`src/rtl/lin_tx_guard.sv`:
```
module lin_tx_guard #(
  parameter int TIMEOUT_CYC = 12500
) (
  input  logic clk,
  input  logic rst_n,
  input  logic txd_i,
  input  logic normal_i,
  input  logic hot_i,
  input  logic bat_low_i,
  input  logic bat_high_i,
  input  logic bus_i,
  output logic drv_dom_o,
  output logic rxd_o,
  output logic st_timeout_o,
  output logic st_thermal_o,
  output logic st_uv_o
);
  localparam int CW = $clog2(TIMEOUT_CYC + 1);
  localparam logic [CW-1:0] LIMIT = CW'(TIMEOUT_CYC);
  localparam logic [CW-1:0] LAST  = CW'(TIMEOUT_CYC - 1);

  logic [CW-1:0] low_cnt;
  logic          tmo_q, therm_q, uv_q;
  logic          low_now, inhibit;

  assign low_now = normal_i & ~txd_i;

  always_ff @(posedge clk or negedge rst_n) begin
    if (!rst_n) begin
      low_cnt <= '0;
      tmo_q   <= 1'b0;
    end else begin
      if (!low_now) low_cnt <= '0;
      else if (low_cnt != LIMIT) low_cnt <= low_cnt + 1'b1;
      tmo_q <= low_now & (tmo_q | (low_cnt == LAST));
    end
  end

  always_ff @(posedge clk or negedge rst_n) begin
    if (!rst_n) therm_q <= 1'b0;
    else if (hot_i) therm_q <= 1'b1;
    else if (txd_i) therm_q <= 1'b0;
  end

  always_ff @(posedge clk or negedge rst_n) begin
    if (!rst_n) uv_q <= 1'b0;
    else if (bat_low_i) uv_q <= 1'b1;
    else if (bat_high_i) uv_q <= 1'b0;
  end

  assign inhibit      = tmo_q | hot_i | therm_q | bat_low_i | uv_q;
  assign drv_dom_o    = low_now & ~inhibit;
  assign rxd_o        = normal_i ? bus_i : 1'b1;
  assign st_timeout_o = tmo_q;
  assign st_thermal_o = therm_q;
  assign st_uv_o      = uv_q;

  p_tmo_needs_low_r3: assert property (@(posedge clk) disable iff (!rst_n)
    $rose(st_timeout_o) |-> $past(!txd_i && normal_i));
  p_tmo_clear_r4: assert property (@(posedge clk) disable iff (!rst_n)
    txd_i |=> !st_timeout_o);
  p_hot_sets_r5: assert property (@(posedge clk) disable iff (!rst_n)
    hot_i |=> st_thermal_o);
  p_hot_quiet_r5: assert property (@(posedge clk) disable iff (!rst_n)
    hot_i |-> !drv_dom_o);
  p_therm_hold_r6: assert property (@(posedge clk) disable iff (!rst_n)
    (st_thermal_o && !txd_i) |=> st_thermal_o);
  p_uv_hold_r7: assert property (@(posedge clk) disable iff (!rst_n)
    (st_uv_o && !bat_high_i) |=> st_uv_o);
  p_mode_exit_r9: assert property (@(posedge clk) disable iff (!rst_n)
    !normal_i |=> !st_timeout_o);
endmodule

```
`config.mk`:
```
export PLATFORM = sky130hd
export DESIGN_NAME = lin_tx_guard
export DESIGN_NICKNAME = d
export VERILOG_FILES = /design/src/rtl/lin_tx_guard.sv
export SDC_FILE = /design/constraint.sdc
export NUM_CORES = 1
export LEC_CHECK = 0
export BUFFER_PORTS_ARGS = -buffer_cell sky130_fd_sc_hd__clkbuf_2
export CAP_MARGIN = 20
export CORE_MARGIN = 3
export CORE_UTILIZATION = 49
export DETAILED_ROUTE_END_ITERATION = 8
export PLACE_DENSITY = 0.76
export SYNTH_ARGS = -nofsm -noshare
export SYNTH_HDL_FRONTEND = slang
export SYNTH_SLANG_ARGS = --single-unit
```
`constraint.sdc`:
```
create_clock -name clk -period 1.4 [get_ports clk]
set_input_delay 0.21 -clock clk [delete_from_list [all_inputs] [get_ports clk]]
set_output_delay 0.21 -clock clk [all_outputs]
set_load 0.005 [all_outputs]
```
==> flow_summary_export.csv, run 1 <==
group,metric,value,unit
run_status,status,"finished, violations left",
run_status,violations,"setup timing",
cells_and_area,drive_gt1_share,29.9,%
logic_synthesis,seq_area_frac_synth,45.7,%
sta,rsz0062_at_grt,"true",
floorplan,initial_core_util,52.8,%
clock_tree,root_buffer,"clkbuf_4",
pwr,p_leak,0.000537,uW
global_routing,antenna_found_initial,0,
drt,wl,1.82,mm
cells_and_area,diodes,0,
logic_synthesis,syn_nets,101,
clock_tree,cts_tree,"built",
clock_tree,clockBufferDepth,2,
floorplan,rows,15,
drt,route.detailed.drc,0,
sta,timing.fmax,636,MHz
floorplan,fp.dieH,49.6,um
logic_synthesis,synth_area_per_cell,10.2,sq um
floorplan,die_w,49.6,um
logic_synthesis,async_flop_share,100,%
drt,ant_nets,0,
floorplan,dieArea,2460,sq um
logic_synthesis,synth_top_area_share,45.7,%
sta,fin_ws,-0.172,ns
global_routing,grt_pass1_vias,678,
cells_and_area,nFillCells,166,
placed_design,dp_hpwl,1.29,mm
global_routing,grt_use_total,16.0,%
drt,vias,700,
clock_tree,numCtsBuffers,3,
placed_design,io_buffer_count,12,
cells_and_area,postLayoutCellArea,1080,sq um
logic_synthesis,synth_common_cells,"17 x dfrtp_1, 13 x nor2_1, 10 x xor2_1",
sta,min_period_over_period,112,%
logic_synthesis,ys_types,30,
logic_synthesis,synth_top_area_cell,"dfrtp_1",
sta,fin_skew,0.00310,ns
clock_tree,clk_latency,0.28,ns
sta,fin_hold_ws,0.114,ns
cells_and_area,synthToLayoutAreaGrowth,16.5,%
worst_setup_path,cp.arrival,1.36,ns
sta,hold_viol,0,
logic_synthesis,yosysMostFrequentCell,"dfrtp_1",
sta,setup_viol,1,
placed_design,place_congestion,0.839,
clock_tree,cts.sinks,17,
worst_setup_path,crit_required,1.19,ns
pwr,power-per-cell-area,757,nW/um^2
clock_tree,htree_num_levels,1,
global_routing,grt_pass1_wl,2.93,mm
logic_synthesis,ys_seq_elements,17,
logic_synthesis,ys.flop_type,"dfrtp_1",
sta,post-route-min-period,1.57,ns
worst_setup_path,cp-end-kind,"primary output",
drt,drtIter0Drc,19,
floorplan,core-area,1760,sq um
hold_path,holdPathStages,2,
drt,drtPass1Iterations,4,
placed_design,dpl_cell_area,1030,sq um
pwr,peakVddDrop,0.000589,V
logic_synthesis,syn_inst,91,
sta,worst_pin_slew,0.419,ns
worst_setup_path,worstRegToRegCells,6,
logic_synthesis,synth-edff-count,0,
logic_synthesis,yosys_warnings,0,
hold_path,min_path_type,"in2reg",
cells_and_area,nets,118,
floorplan,io_pins,13,
drt,drt-wirelength-per-cell,13.8,um
global_routing,gr-total-overflow,0,
drt,via_per_inst,5.30,
worst_setup_path,cp_max_fo,3,
sta,relSlewSlack,72.1,%
run,max_cap_violations,0,
logic_synthesis,yosys-top-cells-area,"dfrtp_1 46%, xor2_1 9.4%, nor2_1 5.2%, nand4_1 4.7%, and4_1 2.8%",
worst_setup_path,critPathLaunchType,"flop",
clock_tree,path_clk_slew,0.09,ns
worst_setup_path,critical_path_class,"reg2out",
sta,final_max_slew_viol_count,0,
logic_synthesis,synth_area,931,sq um
global_routing,grt_start_max_net_pins,18,
## per-stage QoR
stage / setup TNS, ns / total power (uW) / cells / setup WS (ns) / utilization (%)
after floorplan: 0 / 537 / 91 / 0.0666 / -
after global placement: 0 / 568 / 127 / 0.0514 / 58.3
after detailed placement: 0 / 570 / 127 / 0.0238 / 58.3
after CTS: -0.174 / 838 / 132 / -0.174 / 60.5
after global routing: -0.422 / 867 / 132 / -0.252 / 61.5
final: -0.172 / 821 / 132 / -0.172 / 61.5
## placed cells by master (no fill, tap or decap), types with 2 or more instances in the layout
cell,count
nor2_1,13
dfrtp_1,17
nand2b_1,2
buf_4,5
clkbuf_4,3
nand4_1,7
nand2_1,2
a21o_1,2
clkbuf_2,11
nand3_1,4
inv_1,6
xor2_1,10
and2_2,2
## metal layers
| layer | vias up | routed length [um] | global-route usage, % |
|---|---|---|---|
| met5 | - | 0 | 0 |
| met4 | 0 | 43 | 9.68 |
| met3 | 4 | 60 | 3.63 |
| met2 | 12 | 963 | 26.2 |
| met1 | 342 | 750 | 18.8 |
| li1 | 342 | - | - |
## power by group
group | total [uW] | internal [uW] | switching [uW]
Clock | 256 | 111 | 145
Combinational | 62.5 | 27.8 | 34.7
Sequential | 503 | 497 | 5.30
Total | 821 | 636 | 185
## timing repair
action | CTS | global route
endpoints found under the setup margin | 2 | 10
buffers inserted | 0 | 0
hold buffers | 1 | 0
pin swaps | 1 | 4
endpoints found under the hold margin | 17 | 0
resized for setup | 1 | 5
## state kept, by name (all words and copies together) (netlist names)
signal and count:
st_uv_o 1, st_timeout_o 1, st_thermal_o 1, low_cnt 14
## cells by family (layout without fill, tap and decap cells)
kind of cell | Yosys count | in the layout | share of synthesized area, %
AO/OA/AOI/OAI | 6 | 6 | 4.70
XOR/XNOR | 11 | 11 | 10.3
adder cells (fa/ha/maj) | 2 | 2 | 2.69
buffers and inverters | 12 | 28 | 5.78
flip-flops | 17 | 17 | 45.7
multiplexers | 1 | 1 | 1.08
AND/OR/NAND/NOR | 42 | 42 | 29.7
## path summary, 6_finish.rpt
path / start / end / slack [ns]
min: hot_i / st_thermal_o / 0.11
max in group asynchronous: rst_n / low_cnt[2] / 0.72
max reg2reg: low_cnt[1] / low_cnt[3] / 0.01
min in group asynchronous: rst_n / low_cnt[10] / 0.39
max: st_timeout_o / drv_dom_o / -0.17
min reg2reg: st_thermal_o / st_thermal_o / 0.50
## cell type report
class	instances	area, sq um	share of cell area (%)
Clock buffer	4	26.3	2.42
Inverter	6	22.5	2.08
Sequential cell	17	425	39.2
Tap cell	25	31.3	2.88
Multi-Input combinational cell	62	472	43.5
Timing Repair Buffer	18	108	9.92
## critical path, cell delays in order (launching register included)
cell,delay [ns]
dfrtp_1,0.40
or3_1,0.37
nor4_2,0.16
buf_2,0.16
(Power assumes the default switching activity.)
==> run 2, diff against run 1 <==
--- a/config.mk
+++ b/config.mk
@@ -10,7 +10,7 @@
 export CORE_MARGIN = 3
 export CORE_UTILIZATION = 49
 export DETAILED_ROUTE_END_ITERATION = 8
-export PLACE_DENSITY = 0.76
+export PLACE_DENSITY = 0.73
 export SYNTH_ARGS = -nofsm -noshare
 export SYNTH_HDL_FRONTEND = slang
 export SYNTH_SLANG_ARGS = --single-unit
==> flow_summary_export.csv, run 2 (synthesis results as in run 1) <==
group,metric,value,unit
run_status,status,"finished, violations left",
run_status,violations,"setup timing",
cells_and_area,fin_cells,131,
sta,post-route-min-period,1.55,ns
placed_design,io_buffer_count,12,
placed_design,dp_worst_setup_slack,-0.00209,ns
sta,setup_viol,2,
run,max_cap_violations,0,
cells_and_area,final_cell_mix,"16 x dfrtp_1, 13 x nor2_1, 11 x clkbuf_2",
drt,route.detailed.drc,0,
drt,drtPass1Iterations,4,
worst_setup_path,cp_max_fo,3,
cells_and_area,drive_gt1_share,30.2,%
sta,hold_viol,0,
hold_path,min_path_type,"in2reg",
sta,timing.fmax,647,MHz
global_routing,gr-total-overflow,0,
clock_tree,cts.sinks,17,
placed_design,dp.cells,125,
drt,drtIter0Drc,10,
floorplan,dieArea,2460,sq um
drt,via_per_inst,5.15,
cells_and_area,largest_reg_flops,14,
floorplan,die_w,49.6,um
worst_setup_path,reg2reg_setup_slack,0,ns
clock_tree,htree_num_levels,1,
cells_and_area,nFillCells,155,
global_routing,grt_start_max_net_pins,18,
clock_tree,clk_latency,0.28,ns
sta,tns,-0.147,ns
global_routing,grt_pass1_vias,666,
sta,worst_pin_slew,0.429,ns
worst_setup_path,critical_path_class,"reg2out",
floorplan,rows,15,
cells_and_area,nets,117,
pwr,p_leak,0.000525,uW
clock_tree,cts_tree,"built",
floorplan,fp.dieH,49.6,um
floorplan,initial_core_util,52.8,%
worst_setup_path,crit_required,1.19,ns
pwr,power,817,uW
global_routing,antenna_found_initial,0,
sta,fin_ws,-0.146,ns
clock_tree,numCtsBuffers,3,
drt,wl,1.71,mm
worst_setup_path,critPathLaunchType,"flop",
drt,ant_nets,0,
drt,vias,674,
floorplan,io_pins,13,
drt,drt-wirelength-per-cell,13.1,um
floorplan,core-area,1760,sq um
pwr,power-per-cell-area,760,nW/um^2
clock_tree,path_clk_slew,0.09,ns
worst_setup_path,cp-end-kind,"primary output",
pwr,peakVddDrop,0.000493,V
sta,fin_skew,0.00104,ns
cells_and_area,synthToLayoutAreaGrowth,15.6,%
cells_and_area,layout.cells.most_common,"dfrtp_1",
sta,min_period_over_period,110,%
worst_setup_path,cp.arrival,1.34,ns
cells_and_area,regMostFlops,"low_cnt",
placed_design,place_congestion,0.796,
clock_tree,clockBufferDepth,2,
sta,relSlewSlack,71.4,%
sta,final_max_slew_viol_count,0,
clock_tree,root_buffer,"clkbuf_4",
cells_and_area,diodes,0,
placed_design,dp_hpwl,1.23,mm
sta,rsz0062_at_grt,"true",
global_routing,grt_pass1_wl,2.98,mm
global_routing,grt_use_total,16.0,%
run 2: changes by cell type in the layout (fill, tap and decap cells not counted), sizes merged:
cell / delta
buf: -1
run 2: stage by stage:
stage | hold WS (ns) | instance area, sq um | utilization (%)
after floorplan | -0.0856 | 931 | -
after global placement | 0.160 | 1010 | 57.4
after detailed placement | 0.168 | 1010 | 57.4
after CTS | 0.0998 | 1060 | 59.9
after global routing | 0.133 | 1080 | 61.0
final | 0.119 | 1080 | 61.0
run 2: final cells by class:
class	instances	area, sq um	share of cell area [%]
multi-input combinational	62	469	43.6
tap	25	31.3	2.91
inverter	6	22.5	2.09
sequential	17	427	39.7
timing repair buffer	17	100	9.30
clock buffer	4	26.3	2.44
run 2: what timing repair did:
action | 4_1_cts | 5_1_grt
pin swaps | 0 | 1
setup buffers | 1 | 0
gates cloned | 0 | 0
setup endpoints to repair | 2 | 11
resized for setup | 0 | 7
hold buffers | 1 | 0
hold endpoints to repair | 17 | 0
run 2: power by group:
part	internal, uW	switching [uW]	total, uW
logic	27.9	33.3	61.2
registers	497	6.12	503
clock network	110	142	253
run 2: worst paths after layout:
kind	from	to	cells past startpoint
hold / removal	hot_i	st_thermal_o	2
setup / recovery	st_timeout_o	drv_dom_o	3
hold reg to reg	st_thermal_o	st_thermal_o	1
max in group asynchronous	rst_n	low_cnt[2]	2
min in group asynchronous	rst_n	st_uv_o	2
setup reg to reg	low_cnt[1]	low_cnt[3]	6
run 2: worst max-delay path, cell delays in order (launching register included):
cell and delay (ns):
dfrtp_1 0.40, or3_4 0.37, nor4_2 0.13, buf_2 0.15
run 2: per-layer routing:
layer	vias to the layer above	track usage (%)	part of all wire, %
met5	-	0	0
met4	0	6.91	0.70
met3	2	3.63	2.9
met2	6	26.2	50
met1	320	19.9	46
li1	346	-	-
